<file path="src/rtl/tx_jabber_pkg.sv">
package tx_jabber_pkg;

    typedef enum logic [1:0] {
        SPD_10M   = 2'b00,
        SPD_100M  = 2'b01,
        SPD_1000M = 2'b10,
        SPD_RSVD  = 2'b11
    } speed_code_e;

    typedef enum logic [2:0] {
        ST_IDLE   = 3'd0,
        ST_ARMED  = 3'd1,
        ST_TIMING = 3'd2,
        ST_JABBED = 3'd3,
        ST_UNJAB  = 3'd4
    } jab_state_e;

endpackage

</file>
<file path="src/rtl/jab_speed_decode.sv">
module jab_speed_decode
    import tx_jabber_pkg::*;
(
    input  logic [1:0] speed_sel,
    output logic       is_10m
);
    always_comb begin
        unique case (speed_sel)
            SPD_10M:   is_10m = 1'b1;
            SPD_100M:  is_10m = 1'b0;
            SPD_1000M: is_10m = 1'b0;
            default:   is_10m = 1'b0;
        endcase
    end
endmodule

</file>
<file path="src/rtl/jab_run_counter.sv">
module jab_run_counter #(
    parameter int LIMIT = 16
) (
    input  logic clk,
    input  logic rst_n,
    input  logic clr,
    input  logic inc,
    output logic at_last
);
    localparam int W = $clog2(LIMIT + 1);
    localparam logic [W-1:0] LAST = W'(LIMIT - 1);

    logic [W-1:0] cnt_q;

    always_ff @(posedge clk or negedge rst_n) begin
        if (!rst_n) begin
            cnt_q <= '0;
        end else if (clr) begin
            cnt_q <= '0;
        end else if (inc && cnt_q != LAST) begin
            cnt_q <= cnt_q + 1'b1;
        end
    end

    assign at_last = (cnt_q == LAST);
endmodule

</file>
<file path="src/rtl/jab_fsm.sv">
module jab_fsm
    import tx_jabber_pkg::*;
(
    input  logic clk,
    input  logic rst_n,
    input  logic is_10m,
    input  logic tx_req,
    input  logic jab_last,
    input  logic unj_last,
    output logic gate_open,
    output logic locked,
    output logic jab_inc,
    output logic jab_clr,
    output logic unj_inc,
    output logic unj_clr
);
    jab_state_e state_q, state_d;

    always_ff @(posedge clk or negedge rst_n) begin
        if (!rst_n) begin
            state_q <= ST_IDLE;
        end else begin
            state_q <= state_d;
        end
    end

    always_comb begin
        state_d = state_q;
        if (!is_10m) begin
            state_d = ST_IDLE;
        end else begin
            unique case (state_q)
                ST_IDLE:   state_d = ST_ARMED;
                ST_ARMED:  state_d = tx_req ? ST_TIMING : ST_ARMED;
                ST_TIMING: begin
                    if (!tx_req)       state_d = ST_ARMED;
                    else if (jab_last) state_d = ST_JABBED;
                end
                ST_JABBED: state_d = tx_req ? ST_JABBED : ST_UNJAB;
                ST_UNJAB: begin
                    if (tx_req)        state_d = ST_JABBED;
                    else if (unj_last) state_d = ST_ARMED;
                end
                default:   state_d = ST_IDLE;
            endcase
        end
    end

    always_comb begin
        gate_open = 1'b1;
        locked    = 1'b0;
        jab_inc   = 1'b0;
        jab_clr   = 1'b1;
        unj_inc   = 1'b0;
        unj_clr   = 1'b1;
        if (is_10m) begin
            unique case (state_q)
                ST_IDLE: ;
                ST_ARMED: begin
                    jab_inc = tx_req;
                    jab_clr = !tx_req;
                end
                ST_TIMING: begin
                    jab_inc = tx_req && !jab_last;
                    jab_clr = !tx_req || jab_last;
                end
                ST_JABBED: begin
                    gate_open = 1'b0;
                    locked    = 1'b1;
                    unj_inc   = !tx_req;
                    unj_clr   = tx_req;
                end
                ST_UNJAB: begin
                    gate_open = 1'b0;
                    locked    = 1'b1;
                    unj_inc   = !tx_req && !unj_last;
                    unj_clr   = tx_req || unj_last;
                end
                default: ;
            endcase
        end
    end
endmodule

</file>
<file path="src/rtl/tx_jabber_guard.sv">
module tx_jabber_guard #(
    parameter int JAB_CYCLES   = 625_000,
    parameter int UNJAB_CYCLES = 12_500_000
) (
    input  logic       clk,
    input  logic       rst_n,
    input  logic [1:0] speed_sel,
    input  logic       tx_req,
    output logic       tx_en_out,
    output logic       jab_status
);
    logic is_10m;
    logic gate_open, locked;
    logic jab_inc, jab_clr, jab_last;
    logic unj_inc, unj_clr, unj_last;

    jab_speed_decode u_spd (
        .speed_sel (speed_sel),
        .is_10m    (is_10m)
    );

    jab_run_counter #(.LIMIT(JAB_CYCLES)) u_jab_cnt (
        .clk     (clk),
        .rst_n   (rst_n),
        .clr     (jab_clr),
        .inc     (jab_inc),
        .at_last (jab_last)
    );

    jab_run_counter #(.LIMIT(UNJAB_CYCLES)) u_unj_cnt (
        .clk     (clk),
        .rst_n   (rst_n),
        .clr     (unj_clr),
        .inc     (unj_inc),
        .at_last (unj_last)
    );

    jab_fsm u_fsm (
        .clk       (clk),
        .rst_n     (rst_n),
        .is_10m    (is_10m),
        .tx_req    (tx_req),
        .jab_last  (jab_last),
        .unj_last  (unj_last),
        .gate_open (gate_open),
        .locked    (locked),
        .jab_inc   (jab_inc),
        .jab_clr   (jab_clr),
        .unj_inc   (unj_inc),
        .unj_clr   (unj_clr)
    );

    assign tx_en_out  = tx_req && gate_open;
    assign jab_status = locked;
endmodule

</file>
<file path="config.mk">
export PLATFORM = sky130hd
export DESIGN_NAME = tx_jabber_guard
export DESIGN_NICKNAME = d
export VERILOG_FILES = /design/src/rtl/tx_jabber_pkg.sv /design/src/rtl/jab_speed_decode.sv /design/src/rtl/jab_run_counter.sv /design/src/rtl/jab_fsm.sv /design/src/rtl/tx_jabber_guard.sv
export SDC_FILE = /design/constraint.sdc
export NUM_CORES = 1
export LEC_CHECK = 0
export ABC_AREA = 1
export BUFFER_PORTS_ARGS = -buffer_cell sky130_fd_sc_hd__buf_2
export CORE_MARGIN = 2
export CORE_UTILIZATION = 43
export CTS_CLUSTER_SIZE = 28
export DETAILED_ROUTE_END_ITERATION = 7
export PLACE_DENSITY = 0.57
export SKIP_LAST_GASP = 1
export SLEW_MARGIN = 20
export SYNTH_ARGS = -nofsm -noshare
export SYNTH_HDL_FRONTEND = slang
export SYNTH_SLANG_ARGS = --single-unit
</file>
<file path="constraint.sdc">
create_clock -name clk -period 2 [get_ports clk]
set_clock_uncertainty 0.15 [all_clocks]
set_input_delay 0.1 -clock clk [delete_from_list [all_inputs] [get_ports clk]]
set_output_delay 0.1 -clock clk [all_outputs]
set_load 0.1 [all_outputs]
</file>
After elaboration in Yosys (flattened, before gate mapping)
Index checks and enable logic that the tools add are counted.

operators by class
  eq/ne operators = 10
  reduce and logical (&&, ||, !) cells = 16
  mux-type cells = 25
  add/sub/neg operators = 2

operators by type and width
  operator                                                         count
  24-bit two-way mux                                               2
  20-bit two-way mux                                               2
  24-bit by 1-bit adder with 24-bit output, second input constant  1
  24-bit == test, second input constant                            1
  24-bit inequality test, second input constant                    1
  20-bit by 1-bit adder with 20-bit output, second input constant  1
  20-bit == test, second input constant                            1
  20-bit inequality test, second input constant                    1
  3-bit two-way mux                                                6
  3-bit case mux with 5 select lines                               1
  1-bit two-way mux                                                9
  4-bit inequality test, second input constant                     2
  1-bit case mux with 2 select lines                               4
  3-bit by 2-bit == test with 1-bit output, second input constant  2
  1-bit logical AND                                                5
  2-bit nonzero test                                               2
  3-bit by 1-bit == test with 1-bit output, second input constant  1
  3-bit == test, second input constant                             1
  1-bit zero test                                                  3
  3-bit zero test                                                  1
  2-bit zero test                                                  1
  1-bit logical OR                                                 2
  2-bit two-way mux                                                1
  2-bit AND reduction                                              1
  2-bit OR reduction                                               1

storage, ports and cells
  register bits after elaboration = 47
  logic and storage cells = 56
  output and inout port bits = 2

Logic depth before layout (Yosys ltp)
Gate-level depths: netlist of the first run.

  depth after elaboration = 8
  mapped depth = 10

By module
A second synthesis of the first run with hierarchy kept.

second synthesis, totals
  cell total of the unflattened synthesis = 548
  area, all modules = 3484.6 sq um

modules (own cells, without submodules)
  module                       seq. area each (sq um)  area each (sq um)  times used  cells an instance
  jab_run_counter (u_unj_cnt)  600.6                   1719.1             1           274
  jab_run_counter (u_jab_cnt)  500.5                   1517.7             1           231
  jab_fsm                      75.1                    236.5              1           40
  tx_jabber_guard              0.0                     7.5                1           2
  jab_speed_decode             0.0                     3.8                1           1

Least setup slack after synthesis of the first run
Ideal clock, no wire load.

  kind = flip-flop to output port
  start = register u_fsm.state_q[2]
  end = output tx_en_out
  data arrival time = 3.280 ns
  setup slack = -1.530 ns
  cell stages (with the launch flop) = 5
  buffers on the path = 0
  data required time = 1.750 ns
  cells stage by stage = dfrtp_1 nor3_4 inv_2 a21oi_1 nor2_1

on the way
  longest elaborated chain between the ends = 5
  elaborated cells on any way between the ends = 6

RTL lines
  item                                                                       RTL line               RTL
  start: declaration                                                         jab_fsm.sv:17          jab_state_e state_q, state_d;
  start signal: assignment                                                   jab_fsm.sv:23          state_q <= state_d;
  3-bit by 2-bit == test with 1-bit output or 3-bit == test (tied branches)  jab_fsm.sv:57          unique case (state_q)
  2-bit OR reduction (no source line) *                                      -
  1-bit two-way mux *                                                        jab_fsm.sv:57
  1-bit two-way mux *                                                        jab_fsm.sv:56          if (is_10m) begin
  1-bit logical AND *                                                        tx_jabber_guard.sv:53  assign tx_en_out = tx_req && gate_open;
  end: declaration                                                           tx_jabber_guard.sv:9   output logic tx_en_out,

Every way passes the cells marked *; elsewhere a longest branch is shown, timed or not.

Worst setup path after layout of the first run
  start = register u_fsm.state_q[1]
  end = output jab_status

on the way
  longest elaborated chain between the ends = 4
  elaborated cells on any way between the ends = 5

RTL lines
  item                                                                       RTL line               RTL
  3-bit by 2-bit == test with 1-bit output or 3-bit == test (tied branches)  jab_fsm.sv:57
  2-bit OR reduction (no source line) *                                      -
  1-bit two-way mux *                                                        jab_fsm.sv:57
  1-bit two-way mux *                                                        jab_fsm.sv:56
  end: declaration                                                           tx_jabber_guard.sv:10  output logic jab_status

Marks and branches as above.

==> impl_metrics.ini, run 1 <==
[status]
status = completed

[sta]
fmaxAchievable_mhz = 535
tns_ns = 0
min_period_ns = 1.87
slew-limit-headroom_pct = 60.1
slew_violations = 0
period_share_pct = 93.4
rsz0062_at_grt = no
hold_viol = 0
setup_violations = 0
finalWorstSetupSlack_ns = 0.132
worst_pin_slew_ns = 0.598

[grt]
grt_pass1_wl_um = 10400
gr-total-overflow = 0
grt_util_all_layers_pct = 17.8
antenna_found_initial = 0
grt_max_degree = 48
grt_pass1_vias = 2286

[floorplanning]
ios = 7
start_util_pct = 44.6
die_area_um2 = 7250
die-height_um = 85.1
die_x_um = 85.1
fp-row-count = 29
core_area_um2 = 6350

[worst_setup_path]
critPathMaxFanout = 5
endpoint_kind = primary output
worstSetupPathType = reg2out
critPathRequiredTime_ns = 1.75
cp.arrival_ns = 1.62
start_kind = register

[yosys]
syn_area_um2 = 2830
yosysWarnings = 0
synth_compound_area_share_pct = 3.54
synth_xor_area_share_pct = 11.8
synthDominantCellAreaShare_pct = 41.5
synth_largest_area_cell = dfrtp_1
netlist_top_cells_area = dfrtp_1 (42%), nor2_1 (11%), nand2_1 (10%), xor2_1 (9.3%), nand3_1 (4.2%)
muxShareOfSynthArea_pct = 0
ys_ff_latch = 47
syn_inst = 375
synth-adder-area-share_pct = 0.884
syn_nets = 382
ys_types = 31
synth_top_family_by_area = simple AND/OR/NAND/NOR gates
synth-simple-area-share_pct = 35.2
synth.yosys.seq_area_share_pct = 41.5
avgSynthCellArea_um2 = 7.55

[power]
leakage_nw = 1.26
power_density_nw_per_um2 = 543
vdd_drop_max_uv = 311

[drt]
viasPerCell = 4.99
first_iter_violations = 181
drc = 0
wire_per_inst_um = 12.7
first_pass_iters = 5
wl_um = 5990
ant_nets = 0
routed-via-count = 2343

[layout]
diodes = 0
multi_input_area_um2 = 1470
syn_to_final_growth_pct = 10.4
register_area_um2 = 1180
final_cells = 470
nets = 400
drive_gt1_share_pct = 11.7
fill_cells = 645

[clocking]
postCtsSetupBuffers = 0
clockBufferDepth = 2
cts_root_buffer = clkbuf_8
tritoncts = built
worstSkewPairLatency_ns = 0.30
cts_made_buffers = 5
path_clk_slew_ns = 0.08
cts_sinks = 47
h-tree-depth = 2

[placed_design]
place_ws_ns = 0.0945
portBuffers = 6
globalplace.congestion = 0.846
place_hpwl_um = 4500
place_inst = 462

[flow_run]
maxCapViolCount = 0

[hold_path]
hp-class = in2reg
## synthesized netlist by cell type, drive strengths merged
cell type  number
nor2           88
nand2          80
dfrtp          47
inv            42
xor2           30
nand3          24
nand4          16
nor3           14
a21oi           9
xnor2           8
buf             4
ha              2
o2111ai         2
a211oi          1
a31oi           1
and2            1
clkbuf          1
nand3b          1
nor3b           1
o211ai          1
o311ai          1
or2             1
## kinds of logic (layout without fill, tap and decap cells)
kind of cell | Yosys count | after routing
compound gates | 15 | 15
xor+xnor | 38 | 38
fa+ha+maj | 2 | 2
buf+inv | 47 | 65
flops | 47 | 47
simple gates | 226 | 226
## per-stage QoR
step | area, um2 | utilization [%] | total power [W] | hold slack, ns
finish | 3130 | 49.2 | 0.00170 | 0.00795
global route | 3130 | 49.2 | 0.00177 | 0.0306
CTS | 3120 | 49.2 | 0.00173 | 0.00679
detailed placement | 3010 | 47.4 | 0.00104 | 0.0907
global placement | 3010 | 47.4 | 0.00104 | 0.0842
floorplan | 2850 | - | 0.00101 | -0.346
## registers in the layout (all words and copies together), names as in the netlist
register / count
u_jab_cnt.cnt_q: 20
u_unj_cnt.cnt_q: 24
u_fsm.state_q: 3
## power breakdown
group	internal (W)	switching, W	total, W
registers	0.000952	0.00000299	0.000955
logic	0.0000167	0.0000520	0.0000687
clock network	0.000367	0.000309	0.000675
total	0.00133	0.000364	0.00170
## worst max-delay path: stages, from the launching register on
cell      delay (ns)
dfrtp_1         0.46
inv_2           0.07
nor3_4          0.20
inv_2           0.09
a21oi_4         0.14
clkbuf_4        0.35
## cells in the final DEF (no fill, tap or decap), drive strengths merged
master / count
a21oi: 9
and2: 1
o2111ai: 2
dlygate4sd3: 1
inv: 42
nor3: 14
xnor2: 8
dfrtp: 47
clkbuf: 7
nand2: 80
nand3: 24
nor2: 88
o311ai: 1
a211oi: 1
or2: 1
nor3b: 1
bufinv: 1
ha: 2
a31oi: 1
nand4: 16
o211ai: 1
nand3b: 1
xor2: 30
buf: 14
## final timing paths
path	slack, ns	from	end	depth (start not counted)
worst max-delay path	0.13	u_fsm.state_q[1]	jab_status	5
worst min-delay path	0.008	tx_req	u_fsm.state_q[1]	3
worst max register to register	0.13	u_jab_cnt.cnt_q[0]	u_jab_cnt.cnt_q[14]	8
worst min register to register	0.40	u_jab_cnt.cnt_q[19]	u_jab_cnt.cnt_q[19]	2
max in group asynchronous	1.02	rst_n	u_jab_cnt.cnt_q[13]	3
min in group asynchronous	0.26	rst_n	u_jab_cnt.cnt_q[4]	3
## what timing repair did
action / 4_1_cts / 5_1_grt
hold buffers: 1 / 0
endpoints found under the setup margin: 0 / 20
resized for setup: 0 / 2
endpoints found under the hold margin: 47 / 0
## layout make-up
class                           count  area share [%]
Clock buffer                        6            2.32
Clock inverter                      1           0.960
Multi-Input combinational cell    281            47.1
Sequential cell                    47            37.6
Inverter                           42            5.04
Timing Repair Buffer               16            3.92
Tap cell                           77            3.08
## layer usage
metal  track usage [%]  routed length, um  share of wire (%)
met1              25.2               3000                 50
met4              5.34                 78                1.3
met5                 0                  0                  0
met3              3.50                239                4.0
met2              27.8               2670                 45
(Power assumes the default switching activity.)
==> inputs of run 2 (changes only) <==
==> constraint.sdc (replaced) <==
create_clock -name clk -period 2.3 [get_ports clk]
set_clock_uncertainty 0.15 [all_clocks]
set_input_delay 0.115 -clock clk [delete_from_list [all_inputs] [get_ports clk]]
set_output_delay 0.115 -clock clk [all_outputs]
set_load 0.1 [all_outputs]
==> impl_metrics.ini, run 2 (synthesis gave the netlist of run 1 again) <==
[sta]
fmaxAchievable_mhz = 473
setup_violations = 0
slew-limit-headroom_pct = 57.9
period_share_pct = 91.9
whs_ns = 0.0291
rsz0062_at_grt = no
min_period_ns = 2.11
slew_violations = 0
tns_ns = 0
worst_pin_slew_ns = 0.631
hold_viol = 0
finalWorstSetupSlack_ns = 0.185

[floorplanning]
fp-row-count = 29
die-height_um = 85.1
core_area_um2 = 6350
die_area_um2 = 7250
ios = 7
die_x_um = 85.1
start_util_pct = 44.6

[worst_setup_path]
worstSetupPathType = in2out
start_kind = primary input
endpoint_kind = primary output
critPathMaxFanout = 6
r2r-start = u_unj_cnt.cnt_q[0]
cp.arrival_ns = 1.85
rr_endpoint = u_unj_cnt.cnt_q[3]
reg2reg_depth = 8
critPathRequiredTime_ns = 2.04
reg2reg_setup_slack_ns = 0.32

[drt]
routed-via-count = 2357
viasPerCell = 5.07
wire_per_inst_um = 13.0
first_pass_iters = 5
drc = 0
first_iter_violations = 77
ant_nets = 0
wl_um = 6040

[placed_design]
place_ws_ns = 0.260
place_hpwl_um = 4600
globalplace.congestion = 0.870
portBuffers = 6

[status]
status = completed

[power]
vdd_drop_max_uv = 238
leakage_nw = 1.22
internal_power_w = 0.00108
seqPwrFrac_pct = 59.4
power_density_nw_per_um2 = 456
p_clk_share_pct = 36.1
swShare_pct = 22.7
switchingPower_w = 0.000317
combPwrFrac_pct = 4.4

[layout]
diodes = 0
drive_gt1_share_pct = 10.1
fill_cells = 645
layout_commonest_cell = nor2_1
regMostFlops = u_unj_cnt.cnt_q
nets = 395
most-common-layout-cells = nor2_1 (85), nand2_1 (77), dfrtp_1 (47)
top_regs = u_unj_cnt.cnt_q (24), u_jab_cnt.cnt_q (20), u_fsm.state_q (3)
syn_to_final_growth_pct = 8.18
final_util_pct = 48.2
largest_reg_flops = 24

[clocking]
cts_made_buffers = 5
cts_root_buffer = clkbuf_8
postCtsSetupBuffers = 0
tritoncts = built
worstSkewPairLatency_ns = 0.30
clockBufferDepth = 2
h-tree-depth = 2
cts_sinks = 47
path_clk_slew_ns = 0.09

[hold_path]
holdPathEnd = u_fsm.state_q[1]
hp-class = in2reg
min_from = tx_req
hold_depth = 3

[grt]
antenna_found_initial = 0
grt_pass1_wl_um = 10600
gr-total-overflow = 0
grt_max_degree = 29
grt_pass1_vias = 2304
grt_util_all_layers_pct = 18.1

[flow_run]
maxCapViolCount = 0
## run 2: power by group through the flow
stage,logic [W],clock network (W),registers (W)
after floorplan,0.0000313,0,0.000846
after global placement,0.0000593,0,0.000846
after detailed placement,0.0000599,0,0.000846
after CTS,0.0000641,0.000533,0.000830
after global routing,0.0000699,0.000560,0.000831
final,0.0000616,0.000505,0.000830
## run 2: what timing repair did
item / in CTS / in global routing
resized for setup: 0 / 1
hold endpoints to repair: 27 / 0
setup endpoints to repair: 0 / 6
hold buffers: 3 / 0
## run 2: through the flow
stage          cell area [um2]  power [W]  std cells
3_5_place_dp              2940   0.000906        455
4_1_cts                   3060    0.00143        465
5_1_grt                   3060    0.00146        465
3_3_place_gp              2940   0.000906        455
2_1_floorplan             2850   0.000878        375
6_report                  3060    0.00140        465
## run 2: worst max path at each step
stage	from	end	cells past startpoint
floorplan	u_fsm.state_q[2]	tx_en_out	4
finish	speed_sel[0]	jab_status	6
global route	u_unj_cnt.cnt_q[0]	u_unj_cnt.cnt_q[8]	8
detailed placement	u_unj_cnt.cnt_q[0]	u_unj_cnt.cnt_q[21]	8
global placement	u_unj_cnt.cnt_q[0]	u_unj_cnt.cnt_q[23]	8
CTS	speed_sel[0]	jab_status	6
## run 2: worst max-delay path: stages
cell           delay (ns)
dlygate4sd3_1        0.53
buf_2                0.12
nor2_1               0.32
inv_1                0.17
a21oi_4              0.15
buf_2                0.44
## run 2: cell type report
type	count	area, um2	area share (%)
clock buffer	6	82.6	2.70
clock inverter	1	5.00	0.163
inverter	42	159	5.19
multi-input combinational	281	1470	48.0
sequential	47	1180	38.4
tap	77	96.3	3.15
timing repair buffer	11	75.1	2.45
## run 2: routing by layer
| metal | track usage (%) | up-vias | share of wire, % |
|---|---|---|---|
| met5 | 0 | - | 0 |
| met2 | 29.6 | 37 | 48 |
| met3 | 3.02 | 8 | 2.5 |
| met1 | 24.6 | 1102 | 48 |
| li1 | - | 1210 | - |
| met4 | 5.34 | 0 | 1.3 |
